===== config.mk =====
export PLATFORM = sky130hd
export DESIGN_NAME = pwd_dispatch
export DESIGN_NICKNAME = d
export VERILOG_FILES = /design/src/rtl/pwd_pkg.sv /design/src/rtl/pwd_cfg_table.sv /design/src/rtl/pwd_cw_match.sv /design/src/rtl/pwd_route_sel.sv /design/src/rtl/pwd_dispatch.sv
export SDC_FILE = /design/constraint.sdc
export NUM_CORES = 2
export LEC_CHECK = 0
export BUFFER_PORTS_ARGS = -buffer_cell sky130_fd_sc_hd__clkbuf_2
export CORE_AREA = 10 10 372 374
export CTS_CLUSTER_DIAMETER = 120
export DETAILED_ROUTE_END_ITERATION = 6
export DIE_AREA = 0 0 382 384
export PLACE_DENSITY = 0.53
export SLEW_MARGIN = 20
export SYNTH_ARGS = -nofsm -noshare
export SYNTH_HDL_FRONTEND = slang
export SYNTH_HIERARCHICAL = 1
export SYNTH_SLANG_ARGS = --single-unit

===== constraint.sdc =====
create_clock -name clk -period 6.6 [get_ports clk]
set_input_delay 1.32 -clock clk [delete_from_list [all_inputs] [get_ports clk]]
set_output_delay 1.32 -clock clk [all_outputs]
set_load 0.01 [all_outputs]

===== src/rtl/pwd_pkg.sv =====
// Package: shared types and constants of the receive destination dispatcher.
// Assumes: the destination vector is one-hot in the bit order given below.
package pwd_pkg;

    typedef enum logic [1:0] {
        MODE_ENGINE = 2'b00,
        MODE_DEBUG  = 2'b01,
        MODE_DROP   = 2'b10,
        MODE_RSVD   = 2'b11
    } pwd_mode_e;

    typedef struct packed {
        logic      cfg_ok;
        pwd_mode_e mode;
        logic      cv_en_a;
        logic      cv_en_b;
    } pwd_entry_t;

    localparam int ENTRY_W = $bits(pwd_entry_t);
    localparam int DST_W   = 4;

    localparam logic [DST_W-1:0] DST_ENGINE = 4'b0001;
    localparam logic [DST_W-1:0] DST_DEBUG  = 4'b0010;
    localparam logic [DST_W-1:0] DST_OAM    = 4'b0100;
    localparam logic [DST_W-1:0] DST_DROP   = 4'b1000;

endpackage


===== src/rtl/pwd_cfg_table.sv =====
// Module: per-bundle configuration store.
// It has one synchronous write port and one combinational read port.
// A read in the same cycle as a write returns the old contents.
// Assumes: the index width covers N_BUNDLE entries. Reset clears only the configured flags.
module pwd_cfg_table
    import pwd_pkg::*;
#(
    parameter int N_BUNDLE = 256,
    parameter int IDX_W    = $clog2(N_BUNDLE)
) (
    input  logic             clk,
    input  logic             rst_n,
    input  logic             wr_en,
    input  logic [IDX_W-1:0] wr_idx,
    input  pwd_entry_t       wr_entry,
    input  logic [IDX_W-1:0] rd_idx,
    output pwd_entry_t       rd_entry
);

    pwd_entry_t tbl [N_BUNDLE];

    // Purpose: clear the configured flags on reset, otherwise store a written entry.
    always_ff @(posedge clk) begin
        if (!rst_n) begin
            for (int i = 0; i < N_BUNDLE; i++) begin
                tbl[i].cfg_ok <= 1'b0;
            end
        end else if (wr_en) begin
            tbl[wr_idx] <= wr_entry;
        end
    end

    // Purpose: look up the entry of the starting packet.
    always_comb begin
        rd_entry = tbl[rd_idx];
    end

    // a write lands in the addressed entry
    a_r11_write_lands: assert property (@(posedge clk) disable iff (!rst_n)
        wr_en |=> tbl[$past(wr_idx)] == $past(wr_entry));

endmodule


===== src/rtl/pwd_cw_match.sv =====
// Module: masked compare of a control word against a global value.
// Assumes: the mask selects the bits to compare; the other bits are ignored.
module pwd_cw_match #(
    parameter int CW_W = 32
) (
    input  logic [CW_W-1:0] cw,
    input  logic [CW_W-1:0] mask,
    input  logic [CW_W-1:0] value,
    output logic            hit
);

    logic [CW_W-1:0] diff;

    // Purpose: flag any selected bit that differs.
    always_comb begin
        diff = (cw ^ value) & mask;
        hit  = (diff == '0);
    end

endmodule


===== src/rtl/pwd_route_sel.sv =====
// Module: destination priority and output register.
// Priority order: unconfigured entry, then verification path, then bundle mode.
// Assumes: entry and hit are valid in the cycle pkt_start is high.
module pwd_route_sel
    import pwd_pkg::*;
(
    input  logic             clk,
    input  logic             rst_n,
    input  logic             start,
    input  pwd_entry_t       entry,
    input  logic             cv_hit,
    input  logic             oam_discard,
    output logic             dst_valid,
    output logic [DST_W-1:0] dst_sel
);

    logic             cv_path;
    logic [DST_W-1:0] mode_dst;
    logic [DST_W-1:0] nxt_dst;

    // Purpose: map the bundle mode to a destination.
    always_comb begin
        unique case (entry.mode)
            MODE_ENGINE: mode_dst = DST_ENGINE;
            MODE_DEBUG:  mode_dst = DST_DEBUG;
            MODE_DROP:   mode_dst = DST_DROP;
            default:     mode_dst = DST_DROP;
        endcase
    end

    // Purpose: apply the priority order to pick one destination.
    always_comb begin
        cv_path = entry.cv_en_a && entry.cv_en_b && cv_hit;
        if (!entry.cfg_ok) begin
            nxt_dst = DST_DROP;
        end else if (cv_path) begin
            nxt_dst = oam_discard ? DST_DROP : DST_OAM;
        end else begin
            nxt_dst = mode_dst;
        end
    end

    // Purpose: register the decision and the valid pulse.
    always_ff @(posedge clk) begin
        if (!rst_n) begin
            dst_valid <= 1'b0;
            dst_sel   <= '0;
        end else begin
            dst_valid <= start;
            dst_sel   <= start ? nxt_dst : '0;
        end
    end

    // a decision follows each start
    a_r2_pulse_follows: assert property (@(posedge clk) disable iff (!rst_n)
        start |=> dst_valid);
    // no decision without a start
    a_r2_no_spurious: assert property (@(posedge clk) disable iff (!rst_n)
        !start |=> !dst_valid);
    // exactly one destination
    a_r3_onehot: assert property (@(posedge clk) disable iff (!rst_n)
        dst_valid |-> $countones(dst_sel) == 1);
    // unconfigured bundles go to discard
    a_r4_unconfigured: assert property (@(posedge clk) disable iff (!rst_n)
        (start && !entry.cfg_ok) |=> dst_sel == DST_DROP);
    // OAM drop switch discards verification packets
    a_r8_oam_drop: assert property (@(posedge clk) disable iff (!rst_n)
        (start && entry.cfg_ok && entry.cv_en_a && entry.cv_en_b && cv_hit && oam_discard)
        |=> dst_sel == DST_DROP);
    // verification path overrides the mode
    a_r9_cv_priority: assert property (@(posedge clk) disable iff (!rst_n)
        (start && entry.cfg_ok && entry.cv_en_a && entry.cv_en_b && cv_hit && !oam_discard)
        |=> dst_sel == DST_OAM);
    // a single enable leaves engine-mode packets on the engine
    a_r7_single_enable: assert property (@(posedge clk) disable iff (!rst_n)
        (start && entry.cfg_ok && !(entry.cv_en_a && entry.cv_en_b) && entry.mode == MODE_ENGINE)
        |=> dst_sel == DST_ENGINE);

endmodule


===== src/rtl/pwd_dispatch.sv =====
// Module: top of the pseudowire receive destination dispatcher.
// It looks up the bundle entry, runs the masked control-word compare and
// registers a one-hot destination one cycle after pkt_start.
// Assumes: global mask, value and discard switch are steady during a start cycle.
module pwd_dispatch
    import pwd_pkg::*;
#(
    parameter int N_BUNDLE = 256,
    parameter int IDX_W    = $clog2(N_BUNDLE),
    parameter int CW_W     = 32
) (
    input  logic             clk,
    input  logic             rst_n,
    input  logic             cfg_we,
    input  logic [IDX_W-1:0] cfg_addr,
    input  logic [4:0]       cfg_wdata,
    input  logic [CW_W-1:0]  cv_mask,
    input  logic [CW_W-1:0]  cv_value,
    input  logic             oam_discard,
    input  logic             pkt_start,
    input  logic [IDX_W-1:0] pkt_bundle,
    input  logic [CW_W-1:0]  pkt_cw,
    output logic             dst_valid,
    output logic [3:0]       dst_sel
);

    pwd_entry_t wr_entry;
    pwd_entry_t rd_entry;
    logic       cv_hit;

    // Purpose: view the raw write data as an entry.
    always_comb begin
        wr_entry = pwd_entry_t'(cfg_wdata);
    end

    pwd_cfg_table #(
        .N_BUNDLE (N_BUNDLE),
        .IDX_W    (IDX_W)
    ) u_table (
        .clk      (clk),
        .rst_n    (rst_n),
        .wr_en    (cfg_we),
        .wr_idx   (cfg_addr),
        .wr_entry (wr_entry),
        .rd_idx   (pkt_bundle),
        .rd_entry (rd_entry)
    );

    pwd_cw_match #(
        .CW_W  (CW_W)
    ) u_match (
        .cw    (pkt_cw),
        .mask  (cv_mask),
        .value (cv_value),
        .hit   (cv_hit)
    );

    pwd_route_sel u_sel (
        .clk         (clk),
        .rst_n       (rst_n),
        .start       (pkt_start),
        .entry       (rd_entry),
        .cv_hit      (cv_hit),
        .oam_discard (oam_discard),
        .dst_valid   (dst_valid),
        .dst_sel     (dst_sel)
    );

    // no decision in the cycle after reset
    a_r1_reset_quiet: assert property (@(posedge clk)
        !rst_n |=> !dst_valid);

endmodule


==> summary.md <==
The xor/xnor cell area share of the yosys netlist was 0.539%. The share of cells above drive strength 1 was 19.5%. After clock tree synthesis, the clock-pin slew on the worst setup and hold paths is 60 ps. The share of the synthesized area in compound gates (AO/OA/AOI/OAI) came out at 5.34%. In this run the cell area measured after placement is 54500 sq um. Input and output buffers added on the ports amount to 126.

The run gives 196 as the pin count of the biggest net entering global routing. Sorting the synthesized cells by how often they occur yields sky130_fd_sc_hd__edfxtp_1, sky130_fd_sc_hd__nand2_1, sky130_fd_sc_hd__mux4_2. At the end of routability-driven placement, the weighted congestion stood at 0.856. During synthesis, Yosys emitted a total of 6 warnings.

For the hold violation count in the final report, the log shows 0. Clock latency on the worst-skew pair, taken at its later pin, is 780 ps. For this run, global-route usage on met3 was measured as 4.28%. The via count of the first global-routing pass was 29953. The average routed wire per standard cell works out to 27.2 um. The flip-flop cell with the highest count after synthesis was sky130_fd_sc_hd__edfxtp_1. The number of buffers and inverters on the critical path is 2. Sum of overflow across all layers after global routing: 0. Traced cell by cell, the critical path runs through clkbuf_2, nor2_2, buf_4, a22o_1, a2111oi_0, o2bb2ai_1, o22ai_1, o221ai_1, nor4_1. For the arrival time of data at the critical path endpoint, the log shows 5250 ps.

The multiplexer fraction of the synthesized cell area was 14.9%. The root buffer cell chosen for the clock tree is sky130_fd_sc_hd__clkbuf_16. The proportion of synthesized flip-flops having asynchronous set or reset was 0%; the via count was 30564. The die covers 147000 sq um.

The logs give 0.000259 V for the highest ir drop seen on vdd and 3153 for the DRC marker count from the first detailed-route iteration. The tightest hold path in the finished design has a slack of 464 ps. Summed over all nets, the half-perimeter wirelength after detailed placement is 89700 um.

The cell area after layout was 59200 sq um; the via-per-instance ratio was 5.64. The final layout contains 3661 nets. The worst stage delay on the critical path came out at 1090 ps. The clock sink count is 1285, and the slew at the pin closest to its max-slew limit is 1320 ps. In the final timing run, aggregate negative setup slack is 0 ps.

The flow ran to the end, and the final reports show no timing, DRC or antenna violations. After detailed routing, the total wire length is 147000 um. The busiest layer in global routing was met2. The initialized floorplan defines 133 standard-cell rows. The routing usage on met1 was 28.2%.

By instance count, the leading cell after synthesis is sky130_fd_sc_hd__edfxtp_1. The startpoint identified for the worst register-to-register timing path is u_table/tbl[154][2]$_DFFE_PP_. The synthesized design contains 1285 register bits. By area, the combinational part of the netlist is dominated by multiplexers. The first element of the critical path is pkt_bundle[2].

The worst hold path belongs to the class flip-flop to flip-flop. The H-tree was split into 4 levels. Yosys attributes the largest share of cell area to sky130_fd_sc_hd__edfxtp_1, sky130_fd_sc_hd__mux4_2, sky130_fd_sc_hd__dfxtp_1, sky130_fd_sc_hd__nand2_1, sky130_fd_sc_hd__mux2i_1. The maximum fanout along the worst path works out to 22. The start-to-end type of the worst setup path was input port to flip-flop. The final critical-path required period came out at 4600 ps.

The largest total area in the synthesized netlist belongs to sky130_fd_sc_hd__edfxtp_1. In this run, post-CTS repair resized a total of 0 instances. TritonCTS built the clock tree.

Sequential elements use 69.2% of the synthesized area. Across all register-to-register paths, the minimum setup slack is 3110 ps. For this design the ratio of total power to cell area is 297 nW/um^2.

Setup violations remaining at the end of the flow were counted as 0. The worst setup path is captured at a flip-flop. The detail route stage leaves a number of antenna-violating nets equal to 0. The total track usage was 19.7%. The longest clock path from root to sink contains 3 buffers.

The number of clock buffers inserted by TritonCTS came out at 139. For the static power due to leakage, the log shows 0.0188 uW. The number of distinct standard cells referenced by the synthesized netlist was 59; the average cell area after synthesis was 15.2 sq um. The share of the synthesized area in the top cell type was 59.1%. The chip width is 382 um. The max-slew violation count was 0; the global routing usage on met2 was 30.3%. The initial utilization of the core area, before any placement, comes to 39.8%.

The worst register-to-register path ends at u_sel/dst_sel[0]$_SDFF_PN0_. In this run the worst setup path terminates at u_sel/dst_sel[0]$_SDFF_PN0_. Across the routed clock network, the largest skew measured is 27.6 ps.

Cell family with the largest share of critical-path delay: compound AO/OA/AOI/OAI gates. The growth of design area from synthesis to finish came out at 13.8%. The post-synthesis cell count is 3414, and the core outline area is 131000 sq um. The number of antenna violations at the first check in global routing is 9, and the area fraction in and, or, nand and nor cells after synthesis is 7.79%.

The die is 384 um tall. The number of flops mapped to enable cells by yosys is 1024, and the post-synthesis adder-cell area fraction is 0%. The run gives 52000 sq um as the post-synthesis instance area. Setup repair after global routing left no endpoint under its margin. STA classifies the critical path startpoint as an input port.

In this run the number of cells on the critical path is 9. The post-route DRC violation count is 0, and the worst-case reg-to-reg path depth is 7. The first-pass GRT wire length was 214000 um; the share of the clock period used by the worst path was 69.7%.

The run gives 7250 ps as the required arrival time at the worst endpoint. The post-CTS setup-driven buffer insertion count is 0. The run gives 0.217 GHz as the highest clock rate. Max-cap violations in this run came to 0. During I/O placement, the number of pins put on the boundary was 127. The cell with the largest stage delay on the worst path was sky130_fd_sc_hd__a2111oi_0. The worst slew slack as a fraction of its limit was 9.48%.

Synthesis produced a netlist with a net count of 3536. The number of iterations in the first detailed-routing pass was 5; the quantity of hold-fixing buffers added after cts was 0.
[flip-flops by register name, indices dropped and copies added (netlist names)]
name,count
u_sel/dst_valid,1
u_table/tbl,1280
u_sel/dst_sel,4
[layout make-up]
class | count | area, sq um
Sequential cell | 1285 | 36000
Antenna cell | 3 | 7.51
Clock buffer | 193 | 3930
Fill cell | 11489 | 71600
Multi-Input combinational cell | 1905 | 14900
Inverter | 8 | 30.0
Clock inverter | 67 | 790
Tap cell | 1755 | 2200
Timing Repair Buffer | 200 | 1390
[per-stage QoR]
stage	instances	setup WS [ps]	utilization [%]	power, uW
after detailed placement	5153	1480	41.6	9790
after CTS	5413	2300	45.2	17800
after global routing	5415	2090	45.2	18100
final	5416	2000	45.2	17600
after floorplan	3414	2970	-	9400
after global placement	5153	1480	41.6	9790
[cells in the final DEF, fill, tap and decap left out, drive strengths merged, types with 23 or more instances in the layout]
cell type | synthesis | layout
a211oi | 25 | 25
a21oi | 35 | 35
a22oi | 60 | 60
buf | 85 | 80
clkbuf | 131 | 313
clkinv | 0 | 42
dfxtp | 261 | 261
edfxtp | 1024 | 1024
mux2i | 127 | 127
mux4 | 283 | 283
nand2 | 576 | 576
nand3 | 31 | 31
nor2 | 272 | 272
nor2b | 25 | 25
nor3 | 23 | 23
o21ai | 251 | 251
o22ai | 34 | 34
xor2 | 32 | 32
[where the power goes]
group | internal (uW) | switching, uW
Combinational | 287 | 586
Sequential | 8740 | 3.16
Clock | 4710 | 3270
Total | 13700 | 3850
[logic make-up after synthesis]
kind of cell              Yosys count
xor gates and xnor gates           32
AOI/OAI and AO/OA                 464
buffers and inverters             224
muxes                             418
DFF                              1285
and+or+nand+nor                   991
[worst min-delay path by stage]
stage | cells after the start | slack, ps | to | from
floorplan | 2 | 440 | u_table/tbl[137][4]$_DFF_P_ | u_table/tbl[137][4]$_DFF_P_
global placement | 2 | 450 | u_table/tbl[221][4]$_DFF_P_ | u_table/tbl[221][4]$_DFF_P_
detailed placement | 2 | 450 | u_table/tbl[99][4]$_DFF_P_ | u_table/tbl[99][4]$_DFF_P_
CTS | 2 | 470 | u_table/tbl[99][4]$_DFF_P_ | u_table/tbl[99][4]$_DFF_P_
global route | 2 | 480 | u_table/tbl[132][4]$_DFF_P_ | u_table/tbl[132][4]$_DFF_P_
finish | 2 | 460 | u_table/tbl[234][4]$_DFF_P_ | u_table/tbl[234][4]$_DFF_P_
[worst min-delay path, delay by kind of cell, from the launching register on]
kind	cells	cell delay [ps]
AO/OA/AOI/OAI	1	60
flip-flops	1	300
AND/OR/NAND/NOR	1	50
[metal layers]
layer  vias to the layer above  share of wire (%)
li1                      13362                  -
met1                     15807                 44
met2                      1187                 46
met3                       202                7.6
met4                         6                2.4
met5                         -              0.023
Power figures use the tool's default switching activity.
